**config.mk**
```make
export PLATFORM = sky130hd
export DESIGN_NAME = adc_serial_port
export DESIGN_NICKNAME = d
export VERILOG_FILES = /design/src/rtl/adc_serial_port_pkg.sv /design/src/rtl/adc_sync_edge.sv /design/src/rtl/adc_conv_ctrl.sv /design/src/rtl/adc_shift_port.sv /design/src/rtl/adc_serial_port.sv
export SDC_FILE = /design/constraint.sdc
export NUM_CORES = 1
export LEC_CHECK = 0
export ABC_AREA = 1
export BUFFER_PORTS_ARGS = -buffer_cell sky130_fd_sc_hd__buf_2
export CORE_AREA = 2 2 74 76
export DETAILED_ROUTE_END_ITERATION = 12
export DIE_AREA = 0 0 76 78
export HOLD_SLACK_MARGIN = 0.02
export PLACE_DENSITY = 0.67
export SLEW_MARGIN = 20
export SYNTH_ARGS = -nofsm -noshare
export SYNTH_HDL_FRONTEND = slang
export SYNTH_SLANG_ARGS = --single-unit
```
**constraint.sdc**
```tcl
create_clock -name clk -period 3.6 [get_ports clk]
set_input_delay 0.36 -clock clk [delete_from_list [all_inputs] [get_ports clk]]
set_output_delay 0.36 -clock clk [all_outputs]
set_load 0.02 [all_outputs]
```
**src/rtl/adc_serial_port_pkg.sv**
```systemverilog
package adc_serial_port_pkg;

  typedef enum logic [1:0] {
    ST_SLEEP   = 2'd0,
    ST_CONVERT = 2'd1,
    ST_XFER    = 2'd2
  } ctrl_state_e;

  typedef struct packed {
    logic single;
    logic odd;
  } mux_cfg_t;

  localparam mux_cfg_t CFG_RESET = '{single: 1'b1, odd: 1'b0};
  localparam int CFG_W = 2;

endpackage

```
**src/rtl/adc_sync_edge.sv**
```systemverilog
module adc_sync_edge #(
  parameter int  STAGES  = 2,
  parameter logic RST_VAL = 1'b0
) (
  input  logic clk,
  input  logic rst_n,
  input  logic async_i,
  output logic level_o,
  output logic rise_o,
  output logic fall_o
);

  logic [STAGES-1:0] sync_q;
  logic [STAGES-1:0] sync_d;
  logic              prev_q;

  always_comb begin
    sync_d = {sync_q[STAGES-2:0], async_i};
  end

  always_ff @(posedge clk or negedge rst_n) begin
    if (!rst_n) begin
      sync_q <= {STAGES{RST_VAL}};
      prev_q <= RST_VAL;
    end else begin
      sync_q <= sync_d;
      prev_q <= sync_q[STAGES-1];
    end
  end

  assign level_o = sync_q[STAGES-1];
  assign rise_o  = sync_q[STAGES-1] & ~prev_q;
  assign fall_o  = ~sync_q[STAGES-1] & prev_q;

endmodule

```
**src/rtl/adc_conv_ctrl.sv**
```systemverilog
module adc_conv_ctrl
  import adc_serial_port_pkg::*;
#(
  parameter int DATA_W      = 12,
  parameter int CONV_CYCLES = 400
) (
  input  logic              clk,
  input  logic              rst_n,
  input  logic              conv_lvl,
  input  logic              conv_rise,
  input  logic              conv_fall,
  input  logic [DATA_W-1:0] sample_data_i,
  input  mux_cfg_t          pend_cfg,
  output ctrl_state_e       state_o,
  output logic              load_o,
  output logic [DATA_W-1:0] load_data_o,
  output mux_cfg_t          applied_cfg_o,
  output logic              err_o
);

  localparam int CNT_W = $clog2(CONV_CYCLES + 1);
  localparam logic [CNT_W-1:0] CNT_LAST = CNT_W'(CONV_CYCLES - 1);

  ctrl_state_e       state_q, state_d;
  logic [CNT_W-1:0]  cnt_q, cnt_d;
  logic [DATA_W-1:0] res_q, res_d;
  mux_cfg_t          cfg_q, cfg_d;
  logic              err_q, err_d;
  logic              done;
  logic              start;

  assign done  = (state_q == ST_CONVERT) && (cnt_q == '0);
  assign start = conv_rise && (state_q != ST_CONVERT);

  // next-state logic
  always_comb begin
    state_d     = state_q;
    cnt_d       = cnt_q;
    res_d       = res_q;
    cfg_d       = cfg_q;
    err_d       = err_q;
    load_o      = 1'b0;
    load_data_o = done ? sample_data_i : res_q;
    if (start) begin
      state_d = ST_CONVERT;
      cnt_d   = CNT_LAST;
      cfg_d   = pend_cfg;
      err_d   = 1'b0;
    end else begin
      case (state_q)
        ST_SLEEP: begin
          if (conv_fall) begin
            state_d = ST_XFER;
            load_o  = 1'b1;
          end
        end
        ST_CONVERT: begin
          if (done) begin
            res_d = sample_data_i;
            if (conv_lvl && !conv_fall) begin
              state_d = ST_SLEEP;
            end else begin
              state_d = ST_XFER;
              load_o  = 1'b1;
            end
          end else if (conv_fall) begin
            err_d   = 1'b1;
            state_d = ST_XFER;
            load_o  = 1'b1;
          end else begin
            cnt_d = cnt_q - 1'b1;
          end
        end
        default: begin
          state_d = state_q;
        end
      endcase
    end
  end

  // registers
  always_ff @(posedge clk or negedge rst_n) begin
    if (!rst_n) begin
      state_q <= ST_SLEEP;
      cnt_q   <= '0;
      res_q   <= '0;
      cfg_q   <= CFG_RESET;
      err_q   <= 1'b0;
    end else begin
      state_q <= state_d;
      cnt_q   <= cnt_d;
      res_q   <= res_d;
      cfg_q   <= cfg_d;
      err_q   <= err_d;
    end
  end

  assign state_o       = state_q;
  assign applied_cfg_o = cfg_q;
  assign err_o         = err_q;

  a_r2_cnt_bound: assert property (@(posedge clk) disable iff (!rst_n)
    (state_q == ST_CONVERT) |-> (cnt_q < CNT_W'(CONV_CYCLES)));

  a_r3_sleep_when_high: assert property (@(posedge clk) disable iff (!rst_n)
    (done && conv_lvl && !conv_fall) |=> (state_q == ST_SLEEP));

  a_r8_early_err: assert property (@(posedge clk) disable iff (!rst_n)
    ((state_q == ST_CONVERT) && (cnt_q != '0) && conv_fall) |=> err_q);

  a_r7_cfg_hold: assert property (@(posedge clk) disable iff (!rst_n)
    (state_q == ST_CONVERT) |=> $stable(cfg_q));

endmodule

```
**src/rtl/adc_shift_port.sv**
```systemverilog
module adc_shift_port
  import adc_serial_port_pkg::*;
#(
  parameter int DATA_W = 12
) (
  input  logic              clk,
  input  logic              rst_n,
  input  logic              load,
  input  logic [DATA_W-1:0] load_data,
  input  logic              xfer_en,
  input  logic              sck_rise,
  input  logic              sck_fall,
  input  logic              sdi_lvl,
  output logic              sdo,
  output mux_cfg_t          pend_cfg
);

  localparam int SENT_W = $clog2(DATA_W + 1);
  localparam int SDI_W  = $clog2(CFG_W + 1);
  localparam logic [SENT_W-1:0] SENT_MAX = SENT_W'(DATA_W);
  localparam logic [SDI_W-1:0]  SDI_MAX  = SDI_W'(CFG_W);

  logic [DATA_W-1:0] shreg_q, shreg_d;
  logic [SENT_W-1:0] sent_q, sent_d;
  logic [SDI_W-1:0]  sdi_cnt_q, sdi_cnt_d;
  mux_cfg_t          pend_q, pend_d;

  always_comb begin
    shreg_d   = shreg_q;
    sent_d    = sent_q;
    sdi_cnt_d = sdi_cnt_q;
    pend_d    = pend_q;
    if (load) begin
      shreg_d   = load_data;
      sent_d    = '0;
      sdi_cnt_d = '0;
    end else if (xfer_en) begin
      if (sck_fall) begin
        shreg_d = {shreg_q[DATA_W-2:0], 1'b0};
        if (sent_q != SENT_MAX) begin
          sent_d = sent_q + 1'b1;
        end
      end
      if (sck_rise && (sdi_cnt_q != SDI_MAX)) begin
        if (sdi_cnt_q == '0) begin
          pend_d.single = sdi_lvl;
        end else begin
          pend_d.odd = sdi_lvl;
        end
        sdi_cnt_d = sdi_cnt_q + 1'b1;
      end
    end
  end

  always_ff @(posedge clk or negedge rst_n) begin
    if (!rst_n) begin
      shreg_q   <= '0;
      sent_q    <= '0;
      sdi_cnt_q <= '0;
      pend_q    <= CFG_RESET;
    end else begin
      shreg_q   <= shreg_d;
      sent_q    <= sent_d;
      sdi_cnt_q <= sdi_cnt_d;
      pend_q    <= pend_d;
    end
  end

  assign sdo      = shreg_q[DATA_W-1];
  assign pend_cfg = pend_q;

  a_r4_msb_on_load: assert property (@(posedge clk) disable iff (!rst_n)
    load |=> (sdo == $past(load_data[DATA_W-1])));

  a_r5_zero_tail: assert property (@(posedge clk) disable iff (!rst_n)
    (xfer_en && (sent_q == SENT_MAX)) |-> (sdo == 1'b0));

  a_r6_cfg_frozen: assert property (@(posedge clk) disable iff (!rst_n)
    (xfer_en && !load && (sdi_cnt_q == SDI_MAX)) |=> $stable(pend_q));

endmodule

```
**src/rtl/adc_serial_port.sv**
```systemverilog
module adc_serial_port
  import adc_serial_port_pkg::*;
#(
  parameter int DATA_W      = 12,
  parameter int CONV_CYCLES = 400,
  parameter int SYNC_STAGES = 2
) (
  input  logic              clk,
  input  logic              rst_n,
  input  logic              conv_i,
  input  logic              sck_i,
  input  logic              sdi_i,
  input  logic [DATA_W-1:0] sample_data_i,
  output logic              sdo_o,
  output logic              sdo_oe_o,
  output logic              busy_o,
  output logic              sleep_o,
  output logic              err_o,
  output logic [1:0]        mux_cfg_o
);

  localparam int NUM_IN = 3;
  localparam logic [NUM_IN-1:0] IN_RST = 3'b001;

  logic [NUM_IN-1:0] raw_in, lvl, rise, fall;

  assign raw_in = {sdi_i, sck_i, conv_i};

  for (genvar g = 0; g < NUM_IN; g++) begin : g_sync
    adc_sync_edge #(
      .STAGES  (SYNC_STAGES),
      .RST_VAL (IN_RST[g])
    ) u_sync (
      .clk     (clk),
      .rst_n   (rst_n),
      .async_i (raw_in[g]),
      .level_o (lvl[g]),
      .rise_o  (rise[g]),
      .fall_o  (fall[g])
    );
  end

  ctrl_state_e       state;
  logic              load;
  logic [DATA_W-1:0] load_data;
  mux_cfg_t          applied_cfg, pend_cfg;
  logic              sdo_raw;
  logic              xfer_en;

  adc_conv_ctrl #(
    .DATA_W      (DATA_W),
    .CONV_CYCLES (CONV_CYCLES)
  ) u_ctrl (
    .clk           (clk),
    .rst_n         (rst_n),
    .conv_lvl      (lvl[0]),
    .conv_rise     (rise[0]),
    .conv_fall     (fall[0]),
    .sample_data_i (sample_data_i),
    .pend_cfg      (pend_cfg),
    .state_o       (state),
    .load_o        (load),
    .load_data_o   (load_data),
    .applied_cfg_o (applied_cfg),
    .err_o         (err_o)
  );

  assign xfer_en = (state == ST_XFER);

  adc_shift_port #(
    .DATA_W (DATA_W)
  ) u_shift (
    .clk       (clk),
    .rst_n     (rst_n),
    .load      (load),
    .load_data (load_data),
    .xfer_en   (xfer_en),
    .sck_rise  (rise[1]),
    .sck_fall  (fall[1]),
    .sdi_lvl   (lvl[2]),
    .sdo       (sdo_raw),
    .pend_cfg  (pend_cfg)
  );

  assign sdo_oe_o  = xfer_en;
  assign sdo_o     = sdo_raw & xfer_en;
  assign busy_o    = (state == ST_CONVERT);
  assign sleep_o   = (state == ST_SLEEP);
  assign mux_cfg_o = applied_cfg;

  a_r3_hiz_when_high: assert property (@(posedge clk) disable iff (!rst_n)
    (lvl[0] && !fall[0] && !$past(fall[0])) |=> !sdo_oe_o);

endmodule

```
Word level (Yosys, flattened, before mapping)
Index checks and enable logic that the tools add are counted.
{ "totals": {"regBits": 50, "out_inout_bits": 7, "inputBits": 17, "wordCells": 81} }
{ "classes": {"n_eq_ne": 6, "bitwise": 12, "n_reduce_logical": 21, "mux": 25, "n_addsub": 2} }
{ "ops": {"columns": ["operator", "count"], "rows": [
  ["$mux W12", 4],
  ["$mux W9", 4],
  ["$mux W2", 7],
  ["$reduce_bool A2 Y1", 5],
  ["$logic_not A9 Y1", 1],
  ["$sub A9 B1 Y9 const B", 1],
  ["$mux W1", 8],
  ["$reduce_and A4 Y1", 2],
  ["$not A1 Y1", 7],
  ["$ne A2 B2 Y1 const B", 3],
  ["$reduce_and A2 Y1", 3],
  ["$reduce_and A3 Y1", 2],
  ["$and A1 B1 Y1", 5],
  ["$logic_and A1 B1 Y1", 4],
  ["$logic_not A2 Y1", 2],
  ["$pmux W2 S2", 1],
  ["$reduce_bool A3 Y1", 1],
  ["$add A2 B1 Y2 const B", 1],
  ["$eq A2 B1 Y1 const B", 1],
  ["$eq A2 B2 Y1 const B", 1],
  ["$ne A2 B1 Y1 const B", 1],
  ["$pmux W1 S2", 1],
  ["$logic_not A1 Y1", 1]
]} }

Longest topological paths before layout
Gate-level depths: netlist of the first run.
{ "depth": {"ltp_word": 10, "ltp_mapped": 11, "ltp_nobuf": 10} }

By module
From an unflattened synthesis of the first run, not the netlist that was laid out.
{ "hier_totals": {"hier_cells": 309, "hier_area_um2": 2742.6} }
{ "modules_own_cells": {"columns": ["mod", "cells_per_inst", "instances", "area_per_inst_um2", "seq_area_each_um2"], "rows": [
  ["adc_conv_ctrl", 183, 1, 1545.2, 651.9],
  ["adc_shift_port", 98, 1, 892.1, 401.6],
  ["adc_sync_edge (g_sync[1].u_sync ...)", 7, 2, 90.1, 75.1],
  ["adc_sync_edge (g_sync[0].u_sync)", 7, 1, 93.8, 78.8],
  ["adc_serial_port", 7, 1, 31.3, 0.0]
]} }

Worst setup path after synthesis of the first run
No wires, ideal clock.
{ "synth_timing": {"kind": "register -> register", "from": "register u_ctrl.cnt_q[0]", "to": "register u_shift.shreg_q[10]", "path_stages_with_launch": 11, "synth_period_minus_slack_ns": 1.554, "path_buffers": 1, "required_ns": 3.477, "setup_slack_ns": 2.046, "setup_time_ns": 0.123, "t_arrival_ns": 1.431, "cell_sequence": "dfrtp_1 -> inv_1 -> ha_1 -> inv_1 -> nor2_1 -> nand2_2 -> nor2_8 -> nand3_4 -> buf_2 -> nand4_1 -> nand3_2"} }
{ "synth_via": {"elab_chain_len": 7, "elab_cells_between_ends": 10, "cone_classes": "5 x mux; 5 x reduce/logical"} }
{ "synth_rtl": {"columns": ["item", "line", "rtl"], "rows": [
  ["from (decl)", "adc_conv_ctrl.sv:25", "logic [CNT_W-1:0] cnt_q, cnt_d;"],
  ["from (signal assigned)", "adc_conv_ctrl.sv:91", "cnt_q <= cnt_d;"],
  ["$logic_not A9 Y1 *", "adc_conv_ctrl.sv:32", "assign done = (state_q == ST_CONVERT) && (cnt_q == '0);"],
  ["$logic_and A1 B1 Y1 *", "adc_conv_ctrl.sv:32", null],
  ["$mux W1", "adc_conv_ctrl.sv:58", "if (done) begin"],
  ["$pmux W1 S2", "adc_conv_ctrl.sv:50", "case (state_q)"],
  ["$mux W1", "adc_conv_ctrl.sv:44", "if (start) begin"],
  ["$reduce_bool A2 Y1 (no source line)", null, null],
  ["$reduce_and A2 Y1 (no source line)", null, null],
  ["to (signal assigned)", "adc_shift_port.sv:62", "shreg_q <= shreg_d;"],
  ["to (decl)", "adc_shift_port.sv:23", "logic [DATA_W-1:0] shreg_q, shreg_d;"]
]} }
Every way passes the cells marked *; elsewhere a longest branch is shown, timed or not.
A chain may end at the register's enable or synchronous reset.

Worst setup path after layout of the first run
{ "layout_timing": {"from": "register u_ctrl.cnt_q[0]", "to": "register u_shift.shreg_q[11]"} }
The elaborated chain is that of the path after synthesis.

==> results of run 1 <==
## report_power, final
part	internal (mW)	switching [mW]
clock	0.207	0.188
combinational	0.266	0.492
sequential	0.787	0.132
## logic make-up after synthesis
group | share of synthesized area
AO/OA/AOI/OAI | 0.04314
XOR/XNOR | 0.003554
adder cells (fa/ha/maj) | 0.02031
buffers and inverters | 0.07563
flip-flops | 0.5102
AND/OR/NAND/NOR | 0.3472
## layout by cell type, fill, tap and decap left out, types with 5 or more instances in the layout
cell type and count:
nand4_1 14, nand3_1 26, buf_2 23, dfstp_2 5, nand3_2 7, nand2_2 9, inv_1 23, nand2_1 78
o21ai_0 5, dfrtp_1 45, nor2_1 13, clkbuf_8 5, o21ai_1 6
## critical path: stages (launching register included)
cell and delay (ps):
dfrtp_1 390, inv_1 160, ha_1 190, inv_1 40, nor2_1 100, nand2_2 100
nor2_8 210, nand3_4 210, nand2_4 230, nand2_1 100, nand3_1 90
## registers in the layout, summed over array words and instances (netlist names)
register              cells
g_sync.u_sync.sync_q      6
u_ctrl.state_o            2
u_ctrl.err_o              1
u_shift.shreg_q          12
u_shift.pend_cfg          2
g_sync.u_sync.prev_q      2
u_shift.sdi_cnt_q         2
u_ctrl.res_q             12
u_ctrl.cnt_q              9
u_ctrl.applied_cfg_o      2
## metrics by stage
stage	setup WS (ps)	instance area [µm²]	instances	utilization	total power [mW]
2_1_floorplan	2046	2465	271	-	1.516
3_3_place_gp	1772	2586	355	0.5129	1.673
3_5_place_dp	1728	2586	355	0.5129	1.692
4_1_cts	1705	2700	363	0.5355	2.091
5_1_grt	1459	2700	363	0.5355	2.264
6_report	1706	2700	363	0.5355	2.072
## area by class of cell
class,count,area [µm²],share of cell area
clock buffer,5,68.82,0.02549
clock inverter,3,45.04,0.01668
inverter,26,97.59,0.03614
multi-input combinational,185,1021,0.3781
sequential,50,1257,0.4657
tap,70,87.58,0.03244
timing repair buffer,24,122.6,0.04541
## worst paths after layout
check                                                startpoint                              endpoint  slack, ps  cells after the start
min in group clk                                         conv_i  g_sync[0].u_sync.sync_q[0]$_DFF_PN1_        150                      1
max reg2reg                         u_ctrl.cnt_q[0]$_DFFE_PN0P_       u_shift.shreg_q[11]$_DFFE_PN0P_       1710                     10
max                                 u_ctrl.cnt_q[0]$_DFFE_PN0P_       u_shift.shreg_q[11]$_DFFE_PN0P_       1710                     10
min reg2reg                g_sync[2].u_sync.sync_q[0]$_DFF_PN0_  g_sync[2].u_sync.sync_q[1]$_DFF_PN0_        360                      0
min                                                       rst_n           u_ctrl.cnt_q[7]$_DFFE_PN0P_        140                      2
max in group asynchronous                                 rst_n       u_shift.shreg_q[11]$_DFFE_PN0P_       3030                      2
## metal layers
layer	up-vias	share of wire
met5	-	0
met4	0	0.015
met3	5	0.035
met2	30	0.46
met1	859	0.49
li1	921	-
==> metrics, run 1 <==
status=finished clean; final setup vio count=0; final hold violation count=0; worst vdd ir=352.8 µV; met2 Use GR=0.2670; TritonCTS Buffers=5; Clock Skew=6.821 ps; GRT busiest layer=met2; Max Buffers Root-to-Sink=2; wire length of the first global-routing pass=8.073 mm; worst hold slack=141.5 ps; arrival time worst endpoint=2130 ps; Core Box Area=5042 µm²; Routed Antenna Nets=0; FILL cells=472; warning count from the yosys run=0; P&R area growth vs syn=9.543%; First-pass DRT Iterations=4; # diodes=0; Max transition margin=0.5821; M1 GR Usage=0.2438; startpoint types=flop; post-CTS setup buffer count=0; syn_area_per_cell=9.095 µm²; Congestion Overflow GR=0; Synth area leaders=dfrtp_1 46%, nand2_1 12%, dfstp_2 5.3%; actual slew at the worst max-slew pin=626.9 ps; drt initial violations=139; max cap viols=0; RSZ-0062 raised after global routing=false; post-synth top area share=0.4569; Distinct cells, synth=30; Initial Utilization=0.4888; clk_lat worst skew=300 ps; CTS tree=yes; Hold Buf Count CTS=0; Crit. End Element=flop; Power per Cell Area=767.4 nW/µm²; Post-Synthesis Net Count=292; hold crit path type=in -> async; initial antenna violation count=0; CP Max Fanout=14; Synth area leader=dfrtp_1; main flop type after synthesis=dfrtp_1; FMAX=0.5280 GHz; # resized after CTS=0; die footprint=5928 µm²; number of vias per cell=5.000; most frequent cell after synthesis=nand2_1; vias in the first global route=1730; port bufs=23; GPL Wtd Cong=0.8144; total track usage=0.1712; Nets=313; clock sink count=50; pin count of the biggest net entering global routing=51; row count=26; layout cells sized above 1=0.2355; Leak=1.330 nW; Die Ht=78 µm; synthesized area=2465 µm²; Required @ worst endpoint=3840 ps; Final Critical Period=1894 ps; CTS clock-pin slew for the worst setup and hold paths=90 ps; I/O pin count=24; Die X=76 µm; period utilization=0.5261; GRT met3 Usage=0.03140; Seq/Total Area, Yosys=0.5102; CTS Root Cell=clkbuf_8; DR vias=1815; Setup Total Neg Slack=0 ps; max-slew violations=0; drt wl/cell=12.52 µm; # H-tree levels=2; Synth Register Bits=50; WS Path Type=reg -> reg; HPWL Detailed=3.241 mm; Routed WL=4.544 mm; Async SR Flop Fraction=1.000; EDFF count, synth=0; top post-synthesis cells by count=78 x nand2_1, 45 x dfrtp_1, 26 x nand3_1; Mapped Cells=271; DRC=0
No activity file was read; power rests on OpenSTA's default activity.
==> run 2: changes to the inputs <==
--- a/config.mk
+++ b/config.mk
@@ -11,7 +11,7 @@
 export DETAILED_ROUTE_END_ITERATION = 12
 export DIE_AREA = 0 0 76 78
 export HOLD_SLACK_MARGIN = 0.02
-export PLACE_DENSITY = 0.67
+export PLACE_DENSITY = 0.7
 export SLEW_MARGIN = 20
 export SYNTH_ARGS = -nofsm -noshare
 export SYNTH_HDL_FRONTEND = slang
==> constraint.sdc (replaced) <==
create_clock -name clk -period 1.6 [get_ports clk]
set_input_delay 0.16 -clock clk [delete_from_list [all_inputs] [get_ports clk]]
set_output_delay 0.16 -clock clk [all_outputs]
set_load 0.02 [all_outputs]
==> metrics, run 2 (synthesis gave the netlist of run 1 again) <==
clock sink count=50 (unchanged); CTS Root Cell=clkbuf_8; HPWL Detailed=3.514 mm (+8.4%); Routed Antenna Nets=0 (unchanged); Final Critical Period=1564 ps (-330.0 ps); Congestion Overflow GR=0 (unchanged); wire length of the first global-routing pass=8.990 mm (+11%); startpoint types=flop; placed cell areas=2699 µm² (+4.4%); CTS clock-pin slew for the worst setup and hold paths=100 ps (about the same); worst hold slack=148.5 ps (+6.954 ps); Die X=76 µm (unchanged); final hold violation count=0 (unchanged); FILL cells=420 (-11%); commonest non-fill, non-tap cell in the layout=nand2_1; Clock power frac=0.149 (-0.042); Comb pwr share=0.431 (+0.065); Seq. cell area=1257 µm² (unchanged); First-pass DRT Iterations=4 (unchanged); Clock Skew=11.34 ps (+4.521 ps); vias in the first global route=1941 (+12%); port bufs=23 (unchanged); largest registers=u_ctrl.res_q: 12 flops, u_shift.shreg_q: 12 flops, u_ctrl.cnt_q: 9 flops; fin area=3044 µm² (+13%); worst vdd ir=830.7 µV (+140%); initial antenna violation count=0 (unchanged); drt wl/cell=13.89 µm (+11%); Nets=340 (+8.6%); row count=26 (unchanged); total track usage=0.1922 (+0.02090); FMAX=0.6394 GHz (+21%); WS Path Type=reg -> reg; # diodes=0 (unchanged); CP Max Fanout=8 (-6); die footprint=5928 µm² (unchanged); RSZ-0062 raised after global routing=true; Setup Total Neg Slack=0 ps (unchanged); Die Ht=78 µm (unchanged); number of vias per cell=5.036 (+0.72%); Power per Cell Area=1634 nW/µm² (+110%); Crit. End Element=flop; sequential fraction of design power=0.419 (-0.025); drt initial violations=164 (+18%); Required @ worst endpoint=1850 ps (-1990 ps); layout cells sized above 1=0.3563 (+0.1208); most frequent cells in the layout=69 x nand2_1, 45 x dfrtp_1, 23 x buf_2; hold crit path type=in -> reg; I/O pin count=24 (unchanged); TritonCTS Buffers=5 (unchanged); Initial Utilization=0.4888 (unchanged); max-slew violations=0 (unchanged); multi-input logic area=1195 µm² (+17%); Max transition margin=0.6689 (+0.08687); P&R area growth vs syn=23.50%; DR vias=1964 (+8.2%); CTS tree=yes; GPL Wtd Cong=0.7898 (-3.0%); status=finished clean; pin count of the biggest net entering global routing=22 (-57%); placed cells=370 (+4.2%); actual slew at the worst max-slew pin=496.6 ps (-130.3 ps); NetSw=2.066 mW (+150%); period utilization=0.9775 (+0.4514); max cap viols=0 (unchanged); P_int=2.908 mW (+130%); clk_lat worst skew=310 ps (about the same); Final Non-Filler Cells=390 (+7.4%); Core Box Area=5042 µm² (unchanged); # H-tree levels=2 (unchanged); arrival time worst endpoint=1810 ps (-320 ps); final setup vio count=0 (unchanged); Net Sw Frac=0.4154 (+0.02354); Leak=1.508 nW (+13%); Routed WL=5.416 mm (+19%); Max Buffers Root-to-Sink=2 (unchanged); DRC=0 (unchanged)
run 2: cell count changes in the layout (fill, tap and decap cells not counted), sizes merged:
cell	previous run	this run
nand3	36	38
dlygate4sd3	0	4
clkinvlp	2	0
bufinv	1	0
buf	24	44
inv	26	27
nand2	89	90
clkinv	0	1
clkbuf	5	6
run 2: final timing paths:
| path | cells after the start | start | slack (ps) | to |
|---|---|---|---|---|
| worst max-delay path | 10 | u_ctrl.cnt_q[0]$_DFFE_PN0P_ | 40 | u_shift.shreg_q[2]$_DFFE_PN0P_ |
| worst min-delay path | 3 | sample_data_i[0] | 150 | u_ctrl.res_q[0]$_DFFE_PN0P_ |
| worst max register to register | 10 | u_ctrl.cnt_q[0]$_DFFE_PN0P_ | 40 | u_shift.shreg_q[2]$_DFFE_PN0P_ |
| worst min register to register | 0 | g_sync[2].u_sync.sync_q[0]$_DFF_PN0_ | 360 | g_sync[2].u_sync.sync_q[1]$_DFF_PN0_ |
| max in group asynchronous | 3 | rst_n | 620 | u_ctrl.cnt_q[3]$_DFFE_PN0P_ |
| min in group asynchronous | 2 | rst_n | 330 | u_ctrl.applied_cfg_o[0]$_DFFE_PN0P_ |
run 2: cell type report:
type                       instances  share of cell area
sequential                        50              0.4131
tap                               70             0.02877
inverter                          26             0.03206
multi-input combinational        188              0.3925
clock inverter                     2            0.004521
timing repair buffer              48              0.1052
clock buffer                       6             0.02384
run 2: critical path, cell delays in order (launching register included):
cell and delay, ps:
dfrtp_1 400, inv_2 80, ha_4 130, inv_2 40
nor2_4 110, nand2_4 70, nor2_8 160, nand3_4 200
nand2_8 190, nand2_4 50, nand3_2 70
run 2: per-layer routing:
metal | global-route usage | wire length, µm | up-vias
met3 | 0.03605 | 165 | 7
met4 | 0.06545 | 87 | 0
met1 | 0.2542 | 2453 | 946
met2 | 0.3205 | 2709 | 28
met5 | 0 | 0 | -
li1 | - | - | 983
run 2: repair_timing:
action | 4_1_cts | 5_1_grt
hold buffers | 4 | 0
gates cloned | 2 | 1
resized for setup | 3 | 36
setup buffers | 0 | 5
endpoints found under the hold margin | 20 | 0
setup endpoints to repair | 13 | 25
pin swaps | 1 | 19
run 2: per-stage QoR:
stage	power, mW	worst slack [ps]	utilization
after floorplan	3.411	45.60	-
after global placement	3.857	37.73	0.5352
after detailed placement	3.910	-65.35	0.5352
after CTS	4.687	27.04	0.5675
after global routing	5.397	-40.60	0.6037
final	4.974	36.03	0.6037
run 2: power groups by stage:
stage | registers [mW] | clock network [mW] | logic [mW]
after global placement | 2.07 | 0 | 1.78
after floorplan | 2.06 | 0 | 1.35
after detailed placement | 2.07 | 0 | 1.84
after CTS | 2.06 | 0.761 | 1.86
after global routing | 2.15 | 0.827 | 2.42
final | 2.09 | 0.743 | 2.15
